## src/rtl/ppi_ctrl_decoder.sv

```systemverilog
module ppi_ctrl_decoder (
  input  logic       clk,
  input  logic       rst,
  input  logic       cs_n,
  input  logic       ds_n,
  input  logic       rnw,
  input  logic [1:0] addr,
  input  logic [7:0] din,
  output logic [7:0] dout,
  output logic       dout_en,
  input  logic [7:0] pa_in,
  input  logic [7:0] pb_in,
  input  logic [7:0] pc_in,
  output logic [7:0] pa_out,
  output logic [7:0] pb_out,
  output logic [7:0] pc_out,
  output logic       pa_oe,
  output logic       pb_oe,
  output logic       pcu_oe,
  output logic       pcl_oe,
  output logic [1:0] grpa_mode,
  output logic       grpb_mode,
  output logic [7:0] pc_hs_mask,
  output logic       ien_a_in,
  output logic       ien_a_out,
  output logic       ien_b,
  output logic       cfg_load
);

  // bus snapshot: {cs_n, ds_n, rnw, addr, din}
  localparam logic [12:0] IDLE = 13'h1800;

  logic [12:0] s1, s2, s3;
  logic        dir_a, dir_cu, dir_b, dir_cl;
  logic [1:0]  amode;
  logic        bmode;
  logic [7:0]  resv, pc_view, rd_sel;
  logic [1:0]  wa;
  logic [7:0]  wd;
  logic [2:0]  bidx;
  logic        wr_stb, a_in_pos, a_out_pos;

  always_ff @(posedge clk) begin
    if (rst) begin
      s1 <= IDLE;
      s2 <= IDLE;
      s3 <= IDLE;
    end else begin
      s1 <= {cs_n, ds_n, rnw, addr, din};
      s2 <= s1;
      s3 <= s2;
    end
  end

  assign wr_stb = s2[11] & ~s3[11] & ~s3[12] & ~s3[10];
  assign wa     = s3[9:8];
  assign wd     = s3[7:0];
  assign bidx   = wd[3:1];

  always_comb begin
    resv = 8'h00;
    unique case (amode)
      2'd1:    resv[7:3] = dir_a ? 5'b00111 : 5'b11001;
      2'd2:    resv[7:3] = 5'b11111;
      default: resv[7:3] = 5'b00000;
    endcase
    if (bmode) resv[2:0] = 3'b111;
  end

  assign a_in_pos  = (amode == 2'd2) | ((amode == 2'd1) & dir_a);
  assign a_out_pos = (amode == 2'd2) | ((amode == 2'd1) & ~dir_a);

  always_ff @(posedge clk) begin
    if (rst) begin
      pa_out    <= 8'h00;
      pb_out    <= 8'h00;
      pc_out    <= 8'h00;
      dir_a     <= 1'b1;
      dir_cu    <= 1'b1;
      dir_b     <= 1'b1;
      dir_cl    <= 1'b1;
      amode     <= 2'd0;
      bmode     <= 1'b0;
      ien_a_in  <= 1'b0;
      ien_a_out <= 1'b0;
      ien_b     <= 1'b0;
      cfg_load  <= 1'b0;
    end else begin
      cfg_load <= 1'b0;
      if (wr_stb) begin
        unique case (wa)
          2'd0: pa_out <= wd;
          2'd1: pb_out <= wd;
          2'd2: pc_out <= (pc_out & resv) | (wd & ~resv);
          default: begin
            if (wd[7]) begin
              amode     <= wd[6] ? 2'd2 : {1'b0, wd[5]};
              dir_a     <= wd[4];
              dir_cu    <= wd[3];
              bmode     <= wd[2];
              dir_b     <= wd[1];
              dir_cl    <= wd[0];
              pa_out    <= 8'h00;
              pb_out    <= 8'h00;
              pc_out    <= 8'h00;
              ien_a_in  <= 1'b0;
              ien_a_out <= 1'b0;
              ien_b     <= 1'b0;
              cfg_load  <= 1'b1;
            end else if (!resv[bidx]) begin
              pc_out[bidx] <= wd[0];
            end else begin
              if (bidx == 3'd4 && a_in_pos)  ien_a_in  <= wd[0];
              if (bidx == 3'd6 && a_out_pos) ien_a_out <= wd[0];
              if (bidx == 3'd2 && bmode)     ien_b     <= wd[0];
            end
          end
        endcase
      end
    end
  end

  assign pa_oe      = ~dir_a & (amode != 2'd2);
  assign pb_oe      = ~dir_b;
  assign pcu_oe     = ~dir_cu & (amode != 2'd2);
  assign pcl_oe     = ~dir_cl;
  assign grpa_mode  = amode;
  assign grpb_mode  = bmode;
  assign pc_hs_mask = resv;

  always_comb begin
    for (int i = 0; i < 8; i++) begin
      if (resv[i])      pc_view[i] = pc_in[i];
      else if (i >= 4)  pc_view[i] = pcu_oe ? pc_out[i] : pc_in[i];
      else              pc_view[i] = pcl_oe ? pc_out[i] : pc_in[i];
    end
  end

  always_comb begin
    unique case (s2[9:8])
      2'd0:    rd_sel = pa_oe ? pa_out : pa_in;
      2'd1:    rd_sel = pb_oe ? pb_out : pb_in;
      2'd2:    rd_sel = pc_view;
      default: rd_sel = 8'h00;
    endcase
  end

  assign dout_en = ~s2[12] & ~s2[11] & s2[10] & (s2[9:8] != 2'b11);
  assign dout    = dout_en ? rd_sel : 8'h00;

endmodule


```

## config.mk

```make
export PLATFORM = sky130hd
export DESIGN_NAME = ppi_ctrl_decoder
export DESIGN_NICKNAME = d
export VERILOG_FILES = /design/src/rtl/ppi_ctrl_decoder.sv
export SDC_FILE = /design/constraint.sdc
export NUM_CORES = 1
export LEC_CHECK = 0
export BUFFER_PORTS_ARGS = -buffer_cell sky130_fd_sc_hd__buf_4
export CAP_MARGIN = 20
export CORE_MARGIN = 4
export CORE_UTILIZATION = 39
export DETAILED_ROUTE_END_ITERATION = 7
export PLACE_DENSITY = 0.64
export SLEW_MARGIN = 20
export SYNTH_ARGS = -nofsm -noshare
export SYNTH_HDL_FRONTEND = slang
export SYNTH_SLANG_ARGS = --single-unit
```

## constraint.sdc

```tcl
create_clock -name clk -period 2.4 [get_ports clk]
set_input_delay 0.24 -clock clk [delete_from_list [all_inputs] [get_ports clk]]
set_output_delay 0.24 -clock clk [all_outputs]
set_load 0.03 [all_outputs]
```

# Yosys cells after proc, flatten, opt, wreduce, memory -nomap -nowiden

Cells that the tools add are included.

Register bits: 74
Bits of input ports: 39
Output and inout port bits: 52
Logic and storage cells: 129

Order comparisons: 2
Equal/unequal tests: 12
Muxes and demuxes: 45
Bitwise logic cells: 30
Reductions and logical operators: 24

Operators with widths:

| operator           | number |
|---|---|
| $mux 8             | 6 |
| $pmux 8 s2         | 3 |
| $mux 1             | 28 |
| $pmux 8 s3         | 1 |
| $and 8x8->8        | 2 |
| $not 1->1          | 14 |
| $reduce_and 3->1   | 4 |
| $reduce_and 4->1   | 3 |
| $reduce_bool 2->1  | 6 |
| $and 1x1->1        | 10 |
| $pmux 5 s2         | 1 |
| $bwmux 8           | 1 |
| $not 8->8          | 1 |
| $or 8x8->8         | 1 |
| $eq 2x1->1 const B | 3 |
| $eq 2x2->1 const B | 3 |
| $eq 3x3->1 const B | 2 |
| $reduce_or 2->1    | 3 |
| $mux 5             | 1 |
| $reduce_or 5->1    | 1 |
| $logic_and 1x1->1  | 4 |
| $logic_not 2->1    | 2 |
| $lt 3x4->1 const B | 1 |
| $ne 2x2->1 const B | 2 |
| 9 further kinds    | 10 |

# Longest topological paths before layout

Depth after elaboration: 8
Gate-level depth with buffers: 8
Gate-level depth less buffers: 7

# Least setup slack after synthesis

Ideal clock, no wire load.

Path type: flip-flop to output port
Start: reg amode[0], in the netlist grpa_mode[0]
End: out dout[7]
Arrival time: 2.504 ns
Data required time: 2.160 ns
Slack: -0.344 ns
Cell stages (with the launch flop): 9
Path buffers: 1
Cell sequence: dfxtp_1 -> inv_1 -> ha_1 -> clkbuf_1 -> inv_1 -> a311oi_1 -> mux2i_1 -> o22a_1 -> nor2_1

Cells in the longest elaborated chain, start to end: 6
Elaborated cells between the ends (all ways): 11
Classes of those cells: eq/ne: 3; mux: 6; bitwise: 2

RTL lines:

| element                  | line     | RTL |
|---|---|---|
| start: declaration       | 35       | `logic [1:0] amode;` |
| start signal: assignment | 97       | `amode <= wd[6] ? 2'd2 : {1'b0, wd[5]};` |
| $ne 2x2->1               | 123, 125 |  |
| $and 1x1->1              | 125      | `assign pcu_oe = ~dir_cu & (amode != 2'd2);` |
| $mux 1                   | 134      | `else if (i >= 4) pc_view[i] = pcu_oe ? pc_out[i] : pc_in[i];` |
| $mux 1                   | 133      | `if (resv[i]) pc_view[i] = pc_in[i];` |
| $pmux 8 s3 (*)           | 140      | `unique case (s2[9:8])` |
| $mux 8 (*)               | 149      | `assign dout = dout_en ? rd_sel : 8'h00;` |
| end: declaration         | 9        | `output logic [7:0] dout,` |

Mark *: on every way between the ends. The rest lies on a longest branch, timed or not.

# Worst setup path in the final report

Ends and elaborated chain as after synthesis.

==> flow_results.org <==
** Routing
- Dividing the detail-routed via count by the number of cells gives 5.21.
- The detailed router finished its first iteration with 301 violations.
- Post-detailed-route count of antenna-violating nets :: 0
- Wires add up to 9.36 mm.
- The pre-antenna-repair detailed-routing pass consisted of 4 iterations.
- Routed wire length per instance :: 15.8 um
- Via count :: 3087
- For this run, design rule violations remaining after detail routing come to 0.

** Yosys
- Counting flops with a built-in enable in the synthesized netlist gives 0.
- Netlist area before placement :: 3490 sq um
- The netlist uses 49 different library cells.
- For this run, asynchronously set or reset flops after synthesis account for 0.
- Summed over all instances, the cell type with the most area after synthesis is sky130_fd_sc_hd__dfxtp_1.
- When the netlist entered floorplanning its net count stood at 445.
- By count the netlist is led by sky130_fd_sc_hd__dfxtp_1 (74), sky130_fd_sc_hd__nor2b_1 (43), sky130_fd_sc_hd__nand2_1 (40), sky130_fd_sc_hd__nor2_1 (28), sky130_fd_sc_hd__a21oi_1 (26).
- The cell count after synthesis came out at 400.
- Among all flip-flop cells after synthesis, the most frequent one is sky130_fd_sc_hd__dfxtp_1.
- For this run, the number of Yosys warnings is 0.
- Dominant cells by area after synthesis :: sky130_fd_sc_hd__dfxtp_1 (42%), sky130_fd_sc_hd__nor2b_1 (7.7%), sky130_fd_sc_hd__mux2i_1 (6.9%), sky130_fd_sc_hd__nand2_1 (4.3%), sky130_fd_sc_hd__a21oi_1 (3.7%)
- Share of the yosys chip area belonging to registers :: 0.425
- Synthesized area divided by synthesized cell count :: 8.72 sq um
- Of the post-synthesis cell area, the dominant cell type holds 0.425.
- The synthesized design contains 74 register bits.
- Leading cell type by number of instances after synthesis :: sky130_fd_sc_hd__dfxtp_1

** STA
- The number of slew-limit violations in the final report came to 0.
- The final hold violation count is 0.
- Based on the critical path, the design can be clocked at up to 0.430 GHz.
- Setup total negative slack :: 0 ns
- RSZ-0062 raised after global routing :: no
- Setup violation total in the final timing report :: 0
- For the pin with the worst max-slew slack, the measured transition is 0.693 ns.
- Worst hold slack across all endpoints :: 0.0776 ns
- Minimum clock period after layout :: 2.32 ns
- Final Cycle Share :: 0.968
- Worst slew margin :: 0.536
- Worst clock skew :: 0.0176 ns

** Worst setup path
- Among cell families on the critical path, the largest total delay comes from compound AO/OA/AOI/OAI gates.
- Worst path cell trace :: inv_2 > ha_4 > inv_1 > a311oi_2 > mux2i_1 > o22a_1 > nor2_2 > buf_4
- Of all nets on the critical path, the largest fanout is 4.
- The largest single stage delay on the critical path is 0.36 ns.
- Data on the critical path is required at its endpoint by 2.16 ns.
- The most critical setup path has its startpoint at grpa_mode[0].
- The worst setup path is of the reg2out kind.
- Number of buffers and inverters on the critical path :: 3
- The slowest stage of the critical path belongs to the cell sky130_fd_sc_hd__dfxtp_2.
- The worst setup path is captured at an output port.
- STA classifies the critical path startpoint as a register.
- CP Data Arrival Time :: 2.08 ns
- The startpoint identified for the worst register-to-register timing path is grpa_mode[0].

** Outcome
- Result of the run :: completed

** GRT
- Total gr overflow :: 0
- The first global-routing pass estimated 14.3 mm of wire.
- Vias in the first global route :: 2825
- Pin count of the biggest net entering global routing :: 38
- Antenna violations before repair :: 0
- Total global-route track usage :: 0.179

** Worst hold path
- In this run the worst hold path is classified as in2reg.
- In this run the most critical hold path is launched from cs_n.

** Power and ir drop
- In this run the power density over the cells is 582 nW/um^2.
- Of the total power, the clock network draws 0.451.
- Cell-internal power :: 2070 uW
- Logic gate share of total power :: 0.067
- Static power due to leakage :: 0.00197 uW
- Summed over all nets, the switching power comes to 570 uW.
- Total power for the finished layout comes to 2640 uW.
- Of the total power, registers draw 0.482.
- Across the VDD grid, the largest voltage drop is 0.433 mV.
- Sw frac :: 0.216

** Clocking
- Clock latency on the worst-skew pair, taken at its later pin, is 0.35 ns.
- In this run the post-CTS setup repair buffer count came out at 0.
- Worst-path clk slew :: 0.08 ns
- The tree is rooted in a sky130_fd_sc_hd__clkbuf_8.
- Hold repair after CTS inserted 0 buffers.
- TritonCTS created 9 clock buffers.
- Maximum count of clock buffers along a single path :: 2
- Number of sinks on the clock net :: 74
- TritonCTS built the clock tree.
- The H-tree generated during clock tree synthesis spans 3 levels.

** Layout
- Compared with the post-synthesis result, the final layout area differs by 30.2%.
- Area of all sequential standard cells :: 1480 sq um
- The multi-input combinational cells in the finished layout cover a total of 1890 sq um.
- Total number of nets in the final design :: 524
- In the final layout, the share of cells above drive strength 1 is 0.312.
- The number of antenna diodes in the final layout is 0.
- Fill cell total of the finished layout :: 826

** Floorplanning
- Width of the chip :: 103 um
- Y dimension of the die :: 103 um
- For this configuration, the core starts out at a cell density of 0.400.
- Die outline area :: 10500 sq um
- Standard-cell row count :: 34
- Area of the core :: 8720 sq um
- Pin placement for this block handled 91 I/O pins.

** Place
- The congestion estimate from routability-driven global placement came to 0.852.
- In this run the tool buffered the top-level ports with 90 buffer cells.
- DP HPWL :: 6.96 mm

** Job
- Number of violations of the max-capacitance limit :: 0
logic make-up (layout without fill, tap and decap cells):
kind of cell | count (synthesis) | after routing | share of synthesized area
flip-flops | 74 | 74 | 0.425
buffers and inverters | 42 | 125 | 0.0509
XOR/XNOR | 1 | 1 | 0.00251
multiplexers | 32 | 32 | 0.0947
AND/OR/NAND/NOR | 160 | 161 | 0.250
adder cells (fa/ha/maj) | 6 | 6 | 0.0215
AO/OA/AOI/OAI | 85 | 85 | 0.155
cells in the final DEF (no fill, tap or decap), types with 2 or more instances in the layout:
| cell | n |
|---|---|
| sky130_fd_sc_hd__nand2b_1 | 5 |
| sky130_fd_sc_hd__ha_1 | 4 |
| sky130_fd_sc_hd__or2_2 | 7 |
| sky130_fd_sc_hd__o22ai_1 | 3 |
| sky130_fd_sc_hd__o21ai_0 | 15 |
| sky130_fd_sc_hd__a311oi_1 | 3 |
| sky130_fd_sc_hd__nor2_4 | 2 |
| sky130_fd_sc_hd__o21ai_1 | 5 |
| sky130_fd_sc_hd__a31oi_1 | 9 |
| sky130_fd_sc_hd__nor2_1 | 23 |
| sky130_fd_sc_hd__o211ai_1 | 2 |
| sky130_fd_sc_hd__bufinv_16 | 3 |
| sky130_fd_sc_hd__nor2_2 | 6 |
| sky130_fd_sc_hd__a21oi_1 | 25 |
| sky130_fd_sc_hd__and3b_1 | 2 |
| sky130_fd_sc_hd__o2111ai_1 | 2 |
| sky130_fd_sc_hd__mux2i_1 | 24 |
| sky130_fd_sc_hd__buf_4 | 96 |
| sky130_fd_sc_hd__clkbuf_8 | 10 |
| sky130_fd_sc_hd__dfxtp_2 | 2 |
| sky130_fd_sc_hd__mux2_2 | 8 |
| sky130_fd_sc_hd__nand3_1 | 14 |
| sky130_fd_sc_hd__inv_1 | 11 |
| sky130_fd_sc_hd__dfxtp_1 | 72 |
| sky130_fd_sc_hd__a41o_1 | 2 |
| sky130_fd_sc_hd__nand2_1 | 40 |
| sky130_fd_sc_hd__nand3b_1 | 3 |
| sky130_fd_sc_hd__o22a_1 | 9 |
| sky130_fd_sc_hd__nor2b_1 | 43 |
| sky130_fd_sc_hd__nor3b_1 | 4 |
metal layers:
| layer | track usage | wire length (um) | share of wire |
|---|---|---|---|
| met1 | 0.242 | 4080 | 0.44 |
| met2 | 0.278 | 4330 | 0.46 |
| met3 | 0.0392 | 778 | 0.083 |
| met4 | 0.0686 | 172 | 0.018 |
| met5 | 0 | 0 | 0 |
final cells by class:
type / instances / area share
multi-input cells: 285 / 0.417
repair buffers: 97 / 0.161
clock inverters: 6 / 0.0248
flip-flops and latches: 74 / 0.327
clock buffers: 10 / 0.0303
inverters: 12 / 0.00992
well taps: 108 / 0.0298
final timing paths:
check                  end  cells after the start  slack, ns
setup / recovery   dout[7]                      8       0.08
hold reg to reg     s2[11]                      1       0.41
hold / removal      s1[12]                      2       0.08
setup reg to reg  register                      8       0.29
per-stage QoR:
step	instances	util	worst slack [ns]	area, sq um
3_3_place_gp	575	0.487	0.228	4240
3_5_place_dp	575	0.487	0.203	4240
2_1_floorplan	400	-	0.00187	3510
4_1_cts	592	0.517	0.00199	4510
5_1_grt	592	0.521	0.0106	4540
6_report	592	0.521	0.0762	4540
power groups by stage:
stage / Clock (uW) / Combinational [uW] / Sequential [uW]
after CTS: 1210 / 177 / 1270
after detailed placement: 0 / 177 / 1300
after global placement: 0 / 174 / 1300
final: 1190 / 177 / 1270
after floorplan: 0 / 104 / 1290
after global routing: 1260 / 195 / 1280
what timing repair did:
item / 4_1_cts / 5_1_grt
pin swaps: 1 / 2
gates cloned: 1 / 0
endpoints found under the hold margin: 0 / 0
endpoints found under the setup margin: 8 / 8
gates resized for setup: 3 / 12
(Power assumes the default switching activity.)
